**config.mk**
```make
export PLATFORM = sky130hd
export DESIGN_NAME = ctl_mem_endpoint
export DESIGN_NICKNAME = d
export VERILOG_FILES = /design/src/rtl/cpkt_pkg.sv /design/src/rtl/cpkt_ctl.sv /design/src/rtl/cpkt_dpath.sv /design/src/rtl/ctl_mem_endpoint.sv
export SDC_FILE = /design/constraint.sdc
export NUM_CORES = 2
export LEC_CHECK = 0
export BUFFER_PORTS_ARGS = -buffer_cell sky130_fd_sc_hd__buf_2
export CORE_MARGIN = 2
export CORE_UTILIZATION = 50
export CTS_CLUSTER_DIAMETER = 80
export DETAILED_ROUTE_END_ITERATION = 10
export PLACE_DENSITY = 0.65
export SLEW_MARGIN = 30
export SYNTH_ARGS = -nofsm -noshare
export SYNTH_HDL_FRONTEND = slang
export SYNTH_SLANG_ARGS = --single-unit
```
**constraint.sdc**
```tcl
create_clock -name clk -period 12.3 [get_ports clk]
set_clock_uncertainty 0.15 [all_clocks]
set_input_delay 1.23 -clock clk [delete_from_list [all_inputs] [get_ports clk]]
set_output_delay 1.23 -clock clk [all_outputs]
set_load 0.005 [all_outputs]
```
**src/rtl/cpkt_pkg.sv**
```systemverilog
package cpkt_pkg;
  localparam logic [7:0] TYP_IDENT = 8'hFE;
  localparam logic [7:0] TYP_READ  = 8'h10;
  localparam logic [7:0] TYP_WRITE = 8'h12;
  localparam int DESC_LEN = 32;
  localparam int ADDR_W   = 8;
  localparam int RAM_BYTES = 1 << ADDR_W;

  typedef enum logic [2:0] {
    OS_CONST, OS_FWD, OS_RET, OS_ADDR, OS_RAM
  } outSel_e;

  typedef struct packed {
    logic    fwdWe;
    logic    retWe;
    logic    addrLd;
    logic    ramWe;
    logic    addrAdv;
    outSel_e outSel;
  } strobe_t;

  function automatic logic [7:0] descByte(input logic [7:0] i);
    logic [15:0] sz;
    sz = 16'(RAM_BYTES);
    case (i)
      8'd0: descByte = 8'h01;
      8'd1: descByte = 8'(ADDR_W);
      8'd2: descByte = sz[7:0];
      8'd3: descByte = sz[15:8];
      default: descByte = 8'h40 + i;
    endcase
  endfunction
endpackage

```
**src/rtl/cpkt_ctl.sv**
```systemverilog
module cpkt_ctl
  import cpkt_pkg::*;
#(
  parameter int MAX_PATH = 4
) (
  input  logic       clk,
  input  logic       rst,
  input  logic [7:0] sData,
  input  logic       sValid,
  input  logic       sLast,
  output logic       sReady,
  input  logic       mReady,
  output logic       mValid,
  output logic       mLast,
  output logic [7:0] constByte,
  output logic [7:0] slotIdx,
  output strobe_t    strobe
);
  typedef enum logic [4:0] {
    S_FLEN, S_FWD, S_RLEN, S_RET, S_TYPE, S_ADDR, S_CLO, S_CHI, S_BODY, S_DROP,
    R_LEN1, R_RET, R_LEN2, R_FWD, R_TYPE, R_ADDR, R_CLO, R_CHI, R_DATA, R_DESC
  } state_e;

  state_e state;
  logic [7:0]  fLen, rLen, typ, idx;
  logic [15:0] cnt, dCnt;
  logic inReply, inBeat, outBeat, bodyWr;

  assign inReply = (state >= R_LEN1);
  assign sReady  = !inReply;
  assign mValid  = inReply;
  assign inBeat  = sValid && sReady;
  assign outBeat = mValid && mReady;
  assign slotIdx = idx;
  assign bodyWr  = (typ == TYP_WRITE) && (dCnt < cnt);

  always_comb begin
    strobe    = '0;
    constByte = 8'h00;
    mLast     = 1'b0;
    case (state)
      S_FWD:  strobe.fwdWe  = inBeat;
      S_RET:  strobe.retWe  = inBeat;
      S_ADDR: strobe.addrLd = inBeat;
      S_BODY: begin
        strobe.ramWe   = inBeat && bodyWr;
        strobe.addrAdv = inBeat && bodyWr;
      end
      R_LEN1: constByte = rLen;
      R_RET:  strobe.outSel = OS_RET;
      R_LEN2: constByte = fLen;
      R_FWD:  strobe.outSel = OS_FWD;
      R_TYPE: constByte = typ + 8'd1;
      R_ADDR: strobe.outSel = OS_ADDR;
      R_CLO:  constByte = cnt[7:0];
      R_CHI: begin
        constByte = cnt[15:8];
        mLast = (typ != TYP_READ) || (cnt == 16'd0);
      end
      R_DATA: begin
        strobe.outSel  = OS_RAM;
        strobe.addrAdv = outBeat;
        mLast = (dCnt == cnt - 16'd1);
      end
      R_DESC: begin
        constByte = descByte(idx);
        mLast = (idx == 8'(DESC_LEN - 1));
      end
      default: ;
    endcase
  end

  always_ff @(posedge clk) begin
    if (rst) begin
      state <= S_FLEN;
      fLen <= '0; rLen <= '0; typ <= '0; idx <= '0;
      cnt <= '0; dCnt <= '0;
    end else begin
      case (state)
        S_FLEN: if (inBeat) begin
          fLen <= sData; idx <= '0;
          if (sLast) state <= S_FLEN;
          else if (sData > 8'(MAX_PATH)) state <= S_DROP;
          else if (sData == 8'd0) state <= S_RLEN;
          else state <= S_FWD;
        end
        S_FWD: if (inBeat) begin
          if (sLast) state <= S_FLEN;
          else if (idx == fLen - 8'd1) state <= S_RLEN;
          else idx <= idx + 8'd1;
        end
        S_RLEN: if (inBeat) begin
          rLen <= sData; idx <= '0;
          if (sLast) state <= S_FLEN;
          else if (sData > 8'(MAX_PATH)) state <= S_DROP;
          else if (sData == 8'd0) state <= S_TYPE;
          else state <= S_RET;
        end
        S_RET: if (inBeat) begin
          if (sLast) state <= S_FLEN;
          else if (idx == rLen - 8'd1) state <= S_TYPE;
          else idx <= idx + 8'd1;
        end
        S_TYPE: if (inBeat) begin
          typ <= sData;
          if (sLast) state <= (sData == TYP_IDENT) ? R_LEN1 : S_FLEN;
          else if (sData == TYP_IDENT) state <= S_BODY;
          else if (sData == TYP_READ || sData == TYP_WRITE) state <= S_ADDR;
          else state <= S_DROP;
        end
        S_ADDR: if (inBeat) state <= sLast ? S_FLEN : S_CLO;
        S_CLO: if (inBeat) begin
          cnt[7:0] <= sData;
          state <= sLast ? S_FLEN : S_CHI;
        end
        S_CHI: if (inBeat) begin
          cnt[15:8] <= sData; dCnt <= '0;
          state <= sLast ? R_LEN1 : S_BODY;
        end
        S_BODY: if (inBeat) begin
          if (bodyWr) dCnt <= dCnt + 16'd1;
          if (sLast) state <= R_LEN1;
        end
        S_DROP: if (inBeat && sLast) state <= S_FLEN;
        R_LEN1: if (outBeat) begin
          idx <= '0;
          state <= (rLen == 8'd0) ? R_LEN2 : R_RET;
        end
        R_RET: if (outBeat) begin
          if (idx == rLen - 8'd1) state <= R_LEN2;
          else idx <= idx + 8'd1;
        end
        R_LEN2: if (outBeat) begin
          idx <= '0;
          state <= (fLen == 8'd0) ? R_TYPE : R_FWD;
        end
        R_FWD: if (outBeat) begin
          if (idx == fLen - 8'd1) state <= R_TYPE;
          else idx <= idx + 8'd1;
        end
        R_TYPE: if (outBeat) begin
          idx <= '0;
          state <= (typ == TYP_IDENT) ? R_DESC : R_ADDR;
        end
        R_ADDR: if (outBeat) state <= R_CLO;
        R_CLO:  if (outBeat) state <= R_CHI;
        R_CHI: if (outBeat) begin
          dCnt <= '0;
          state <= mLast ? S_FLEN : R_DATA;
        end
        R_DATA: if (outBeat) begin
          if (mLast) state <= S_FLEN;
          else dCnt <= dCnt + 16'd1;
        end
        R_DESC: if (outBeat) begin
          if (mLast) state <= S_FLEN;
          else idx <= idx + 8'd1;
        end
        default: state <= S_FLEN;
      endcase
    end
  end


  ram_write_on_input_chk: assert property (@(posedge clk) disable iff (rst)
    strobe.ramWe |-> (sValid && sReady));


  reply_then_listen_chk: assert property (@(posedge clk) disable iff (rst)
    (mValid && mReady && mLast) |=> (sReady && !mValid));
endmodule

```
**src/rtl/cpkt_dpath.sv**
```systemverilog
module cpkt_dpath
  import cpkt_pkg::*;
#(
  parameter int MAX_PATH = 4
) (
  input  logic       clk,
  input  logic       rst,
  input  logic [7:0] sData,
  input  strobe_t    strobe,
  input  logic [7:0] slotIdx,
  input  logic [7:0] constByte,
  output logic [7:0] mData
);
  localparam int SLOT_W = (MAX_PATH > 1) ? $clog2(MAX_PATH) : 1;

  logic [7:0] mem [RAM_BYTES];
  logic [7:0] fwdSlot [MAX_PATH];
  logic [7:0] retSlot [MAX_PATH];
  logic [ADDR_W-1:0] curAddr, reqAddr, nextAddr;
  logic [7:0] ramQ;
  logic [SLOT_W-1:0] slot;

  assign slot = slotIdx[SLOT_W-1:0];

  always_comb begin
    if (strobe.addrLd) nextAddr = sData[ADDR_W-1:0];
    else if (strobe.addrAdv) nextAddr = curAddr + 1'b1;
    else nextAddr = curAddr;
  end

  always_ff @(posedge clk) begin
    if (rst) begin
      curAddr <= '0;
      reqAddr <= '0;
    end else begin
      curAddr <= nextAddr;
      if (strobe.addrLd) reqAddr <= sData[ADDR_W-1:0];
    end
  end

  always_ff @(posedge clk) begin
    if (strobe.ramWe) mem[curAddr] <= sData;
    ramQ <= mem[nextAddr];
  end

  for (genvar g = 0; g < MAX_PATH; g++) begin : g_slot
    always_ff @(posedge clk) begin
      if (rst) begin
        fwdSlot[g] <= '0;
        retSlot[g] <= '0;
      end else begin
        if (strobe.fwdWe && slot == SLOT_W'(g)) fwdSlot[g] <= sData;
        if (strobe.retWe && slot == SLOT_W'(g)) retSlot[g] <= sData;
      end
    end
  end

  always_comb begin
    case (strobe.outSel)
      OS_FWD:  mData = fwdSlot[slot];
      OS_RET:  mData = retSlot[slot];
      OS_ADDR: mData = 8'(reqAddr);
      OS_RAM:  mData = ramQ;
      default: mData = constByte;
    endcase
  end


  addr_step_wrap_chk: assert property (@(posedge clk) disable iff (rst)
    (strobe.addrAdv && !strobe.addrLd) |=> (curAddr == $past(curAddr) + 1'b1));
endmodule

```
**src/rtl/ctl_mem_endpoint.sv**
```systemverilog
module ctl_mem_endpoint
  import cpkt_pkg::*;
#(
  parameter int MAX_PATH = 4
) (
  input  logic       clk,
  input  logic       rst,
  input  logic [7:0] sData,
  input  logic       sValid,
  input  logic       sLast,
  output logic       sReady,
  output logic [7:0] mData,
  output logic       mValid,
  output logic       mLast,
  input  logic       mReady
);
  strobe_t    strobe;
  logic [7:0] constByte;
  logic [7:0] slotIdx;

  cpkt_ctl #(.MAX_PATH(MAX_PATH)) u_ctl (
    .clk(clk), .rst(rst), .sData(sData), .sValid(sValid), .sLast(sLast),
    .sReady(sReady), .mReady(mReady), .mValid(mValid), .mLast(mLast),
    .constByte(constByte), .slotIdx(slotIdx), .strobe(strobe)
  );

  cpkt_dpath #(.MAX_PATH(MAX_PATH)) u_dpath (
    .clk(clk), .rst(rst), .sData(sData), .strobe(strobe), .slotIdx(slotIdx),
    .constByte(constByte), .mData(mData)
  );


  hold_under_stall_chk: assert property (@(posedge clk) disable iff (rst)
    (mValid && !mReady) |=> (mValid && $stable(mData) && $stable(mLast)));


  last_needs_valid_chk: assert property (@(posedge clk) disable iff (rst)
    mLast |-> mValid);


  no_input_in_reply_chk: assert property (@(posedge clk) disable iff (rst)
    mValid |-> !sReady);
endmodule

```
After elaboration in Yosys (flattened, before gate mapping)
Memories as Yosys holds them, arrays and structs flattened. A register that Yosys moved wholly into a read port is not among the register bits.
Cells that the tools add are included.

cells by class
  add/sub/neg operators = 8
  $lt $le $gt $ge = 3
  equality and inequality tests = 73
  mux-type cells = 117
  bitwise logic cells = 8
  reductions and logical operators = 37

operator list
  kind                                                    count
  two-way mux 8 bit                                       22
  two-way mux 5 bit                                       35
  two-way mux 16 bit                                      6
  one-hot mux 5 bit (19 select lines)                     1
  one-hot mux 16 bit (4 select lines)                     1
  one-hot mux 8 bit (7 select lines)                      1
  inequality test 2 x 1 -> 1 bit (second input constant)  27
  one-hot mux 8 bit (6 select lines)                      1
  equality test 5 x 4 -> 1 bit (second input constant)    8
  equality test 8 x 5 -> 1 bit (second input constant)    4
  zero test 8 bit                                         4
  two-way mux 1 bit                                       32
  one-hot mux 8 bit (4 select lines)                      1
  AND reduction 25 bit                                    1
  adder 8 x 1 -> 8 bit (second input constant)            3
  one-hot mux 8 bit (3 select lines)                      1
  equality test 5 x 3 -> 1 bit (second input constant)    4
  equality test 5 bit (second input constant)             4
  adder 16 x 1 -> 16 bit (second input constant)          1
  equality test 16 bit                                    1
  equality test 8 x 2 -> 1 bit (second input constant)    2
  equality test 8 bit                                     2
  equality test 8 bit (second input constant)             2
  zero test 16 bit                                        1
  other kinds (36)                                        81

word-level totals
  flip-flop bits (word level) = 85
  RAM bits = 2112
  input port bits = 13
  output and inout bits = 11
  logic and storage cells = 259
  memories kept = 3

memories
  memory           depth  width  rd ports  clocked after Yosys merged registers in  wr ports  line              source
  u_dpath.mem      256    8      1         1                                        1         cpkt_dpath.sv:16  logic [7:0] mem [RAM_BYTES];
  u_dpath.fwdSlot  4      8      1         1                                        4         cpkt_dpath.sv:17  logic [7:0] fwdSlot [MAX_PATH];
  u_dpath.retSlot  4      8      1         1                                        4         cpkt_dpath.sv:18  logic [7:0] retSlot [MAX_PATH];

Depth between registers and ports, before layout
  depth in word-level cells = 9
  gate-level depth with buffers = 21
  gate-level depth less buffers = 14

Hierarchy
From an unflattened synthesis, not the netlist that was laid out.

second synthesis, totals
  cell total of the unflattened synthesis = 6636
  area, all modules = 91064.8 um2

by module, submodules not included
  module      times used  cells each  area each (um2)  sequential area each (um2)
  cpkt_dpath  1           5858        85279.3          63901.3
  cpkt_ctl    1           778         5785.5           1381.3

Least setup slack after synthesis
OpenSTA, ideal clock, no wires.

  path type = input to register
  start = input mReady
  end = register u_dpath.ramQ[0] (read register of u_dpath.mem)
  setup time = 0.132 ns
  data arrival time = 3.913 ns
  slack = 8.104 ns
  cell stages on the path = 14
  buffers on the path = 4
  cells stage by stage = clkbuf_1 > nand2_1 > or4_1 > a31oi_2 > nand2_1 > mux2i_1 > buf_2 > buf_2 > buf_2 > nand3_1 > nand4_1 > o311ai_0 > a31oi_1 > a32oi_1

on the way
  longest elaborated chain between the ends = 4

ends and longest elaborated chain
  item                                line                    source
  from (decl)                         ctl_mem_endpoint.sv:15  input logic mReady
  logical AND 1 bit                   cpkt_ctl.sv:33          assign outBeat = mValid && mReady;
  one-hot mux 1 bit (2 select lines)  cpkt_ctl.sv:41          case (state)
  two-way mux 8 bit                   cpkt_dpath.sv:27        else if (strobe.addrAdv) nextAddr = curAddr + 1'b1;
  two-way mux 8 bit                   cpkt_dpath.sv:26        if (strobe.addrLd) nextAddr = sData[ADDR_W-1:0];
  to (decl)                           cpkt_dpath.sv:20        logic [7:0] ramQ;

Every way passes these cells.
A chain may end at the register's enable or synchronous reset.

Worst setup path in the final report
  start = register u_ctl.cnt[9]
  end = register u_dpath.ramQ[6] (read register of u_dpath.mem)

on the way
  longest elaborated chain between the ends = 6

ends and longest elaborated chain
  item                                line              source
  from (decl)                         cpkt_ctl.sv:26    logic [15:0] cnt, dCnt;
  from (signal assigned)              cpkt_ctl.sv:77    cnt <= '0; dCnt <= '0;
  from (signal assigned)              cpkt_ctl.sv:117   cnt[15:8] <= sData; dCnt <= '0;
  < comparator 16 bit                 cpkt_ctl.sv:35    assign bodyWr = (typ == TYP_WRITE) && (dCnt < cnt);
  logical AND 1 bit                   cpkt_ctl.sv:35
  logical AND 1 bit                   cpkt_ctl.sv:47    strobe.addrAdv = inBeat && bodyWr;
  one-hot mux 1 bit (2 select lines)  cpkt_ctl.sv:41
  two-way mux 8 bit                   cpkt_dpath.sv:27
  two-way mux 8 bit                   cpkt_dpath.sv:26

Every way passes these cells.

==> summary.txt <==
Status
  – Outcome: completed

Floorplanning
  – DIE HEIGHT: 428 um
  – Core ar.: 0.179 mm2
  – Initial Util: 50.4%
  – Chip width: 428 um
  – I/O pins: 24
  – Row count: 155
  – Die ar.: 0.184 mm2

Logic synthesis
  – Number of flops mapped to enable cells by yosys: 2112
  – Top_reg_cell synth: edfxtp_1
  – Net count after synthesis: 6955
  – Synth unique cells: 87
  – Synth async-reset ratio: 0%
  – Synthesized instance count: 6910
  – #FFs+latches synth: 2207
  – Post-synthesis sequential area ratio: 72.5%
  – Mean Syn Cell Area: 13.0 um2
  – Synth Warn #: 0
  – Cell area after synthesis: 0.0901 mm2

Worst setup path
  – Crit-path cells: inv_1, ha_1, a21oi_1, o21ai_0, a2111oi_2, and3_1, buf_4, o211a_4, buf_12, buf_4, nand2_1, nor2_1, a2111oi_0, a21oi_1, a22oi_1, a31oi_1, nor4bb_1
  – RR Startpoint: u_ctl.cnt[9]$_SDFFE_PP0P_
  – Critical path arrival: 7470 ps
  – Critical Path Max Stage Delay: 800 ps
  – WP buf/inv: 4
  – Critical Path RT: 12880 ps
  – Delay-heaviest family, CP: compound AO/OA/AOI/OAI gates
  – CP Class: reg -> reg
  – Worst Path Max Fanout: 148
  – Critical path's slowest cell: buf_4
  – Crit path from: u_ctl.cnt[9]$_SDFFE_PP0P_
  – CP endpoint kind: flip-flop
  – CP Launch Type: flip-flop

Clock tree
  – Skew-Pair Late Insertion Delay: 860 ps
  – Root buffer cell: clkbuf_16
  – CTS clk-pin slew, worst paths: 60 ps
  – Maximum clock path buffer count: 3
  – Htree depth: 4
  – Post-CTS sizing: 0
  – Postcts setup bufs: 0
  – Hold buffers post-CTS: 0
  – CTS Sinks: 2207
  – TritonCTS Buffers: 218
  – TritonCTS clock tree: done

Detailed routing
  – Drc violations: 0
  – WL/cell: 28.7 um
  – Via density: 6.33
  – M1 WL: 104 mm
  – Vias: 59100
  – DRT Wirelength: 268 mm
  – Met2 WL: 122 mm
  – Final ANT Viol Nets: 0
  – Iteration-0 DRC Markers: 8890
  – First-pass DRT Iterations: 7
  – Routed wl met3: 30.6 mm
  – Top Metal Used: met5

STA
  – Slew Limit Fails: 0
  – Count of final hold-check violations: 0
  – Setup tns final: 0 ps
  – Fin crit period: 6890 ps
  – Final period utilization: 56.0%
  – RSZ-0062 raised after global routing: false
  – Fmax achieved: 0.145 GHz
  – Worst Tran Pin Value: 1070 ps
  – Max-slew headroom: 28.2%
  – Setup violators final: 0

GRT
  – Aggregate global routing overflow: 0
  – First-pass GRT wire length: 386 mm
  – Total Routing Usage GR: 28.6%
  – Vias in the first global route: 55000
  – Pin count of the biggest net entering global routing: 193
  – Initial antenna violation count: 16

Flow run
  – Max-Cap Viols: 0

Worst hold path
  – Hold_sp: u_dpath.reqAddr[4]$_SDFFE_PP0P_
  – Hold Path Class: reg -> reg

Pwr
  – PwrDens: 167 mW/mm2
  – Total Power: 0.0165 W
  – Peak supply drop: 147 uV
  – Pleak: 33.5 nW

Finish
  – Final net count: 6848
  – Area Growth Syn to Fin: 10.2%
  – Layout cell share with drive strength beyond 1: 7.56%
  – Final Non-Filler Cells: 9343

Placed design
  – DP Cell Count: 8936
  – Final GP Congestion: 0.917
  – PortBufs: 23
  – DP HPWL: 154 mm
==> metal layers <==
layer  vias up  track usage, %
met5         -               0
met4        12            11.7
met3       570            6.49
met2      3580            43.4
met1     29400            40.0
li1      25600               -
==> report_power, final <==
part	internal [W]	switching [W]
Combinational	0.000516	0.00132
Sequential	0.00827	0.0000911
Clock	0.00349	0.00285
Total	0.0123	0.00427
==> worst min-delay path, delay by kind of cell (launching register included) <==
kind | cells | cell delay, ps
and+or+nand+nor | 1 | 50
DFF | 1 | 310
AOI/OAI and AO/OA | 1 | 50
==> through the flow <==
step,instance area (um2),hold WS [ps],worst slack [ps],utilization [%]
2_1_floorplan,90100,286,8100,-
3_3_place_gp,92400,295,5120,51.7
3_5_place_dp,92500,299,5270,51.8
4_1_cts,99200,306,5630,55.5
5_1_grt,99300,331,5160,55.6
6_report,99300,312,5410,55.6
==> state kept, by name, indices dropped and copies added (netlist names), 16 cells and up, named ones only <==
name,cells
u_ctl.cnt,16
u_ctl.dCnt,16
u_dpath.fwdSlot,32
u_dpath.mem,2048
u_dpath.retSlot,32
==> cells in the mapped netlist, types with 10 or more instances <==
cell type	instances	share of area (%)
a32oi_1	147	1.4
nor2b_1	14	0.097
nand2_1	1680	7.0
o21ai_0	74	0.41
clkbuf_1	255	1.1
o211ai_1	10	0.083
nand3_1	573	3.2
ha_1	32	0.44
o22ai_1	43	0.30
nor2_1	388	1.6
and3_1	113	0.78
buf_2	137	0.76
a32o_1	10	0.11
a22oi_1	32	0.27
buf_4	25	0.21
a31oi_1	180	1.3
a21oi_1	123	0.68
mux2i_1	218	2.4
a211oi_1	17	0.14
nor3_1	40	0.22
nand4_1	172	1.2
xor2_1	21	0.20
nor4_1	25	0.17
buf_1	49	0.20
o2111ai_1	14	0.14
nand2b_1	10	0.069
a221oi_1	16	0.16
inv_1	39	0.16
xnor2_1	46	0.45
edfxtp_1	2112	70
or3_1	11	0.076
mux4_2	16	0.40
dfxtp_1	95	2.1
a222oi_1	15	0.17
==> logic make-up (layout without fill, tap and decap cells) <==
kind of cell | count (synthesis) | count (layout) | synth area share (%)
AND/OR/NAND/NOR | 3083 | 3083 | 15.0
XOR/XNOR | 67 | 67 | 0.652
adder cells (fa/ha/maj) | 32 | 32 | 0.445
other | 0 | 5 | 0
buffers and inverters | 510 | 583 | 2.46
flip-flops | 2207 | 2207 | 72.5
AO/OA/AOI/OAI | 772 | 772 | 6.03
multiplexers | 239 | 239 | 2.89
==> placed cells by master, fill, tap and decap left out, types with 95 or more instances in the layout <==
cell type  count
edfxtp_1    2112
nand2_1     1675
nand3_1      569
nor2_1       359
clkbuf_16    220
mux2i_1      212
a31oi_1      180
nand4_1      172
a32oi_1      146
a21oi_1      122
and3_1       113
buf_4        103
dfxtp_1       95
==> worst paths after layout <==
check,endpoint,slack (ps),cells past startpoint
max,u_dpath.ramQ[6]$_DFF_P_,5410,17
min,u_dpath.reqAddr[4]$_SDFFE_PP0P_,310,2
max reg2reg,u_dpath.ramQ[6]$_DFF_P_,5410,17
min reg2reg,u_dpath.reqAddr[4]$_SDFFE_PP0P_,310,2
==> cell type report <==
type / count / area (um2)
Fill cell: 14200 / 79300
Timing Repair Buffer: 144 / 1300
Multi-Input combinational cell: 4193 / 22800
Antenna cell: 5 / 12.5
Clock buffer: 295 / 5850
Clock inverter: 105 / 883
Sequential cell: 2207 / 65300
Tap cell: 2355 / 2950
Inverter: 39 / 146
Power figures use the tool's default switching activity.
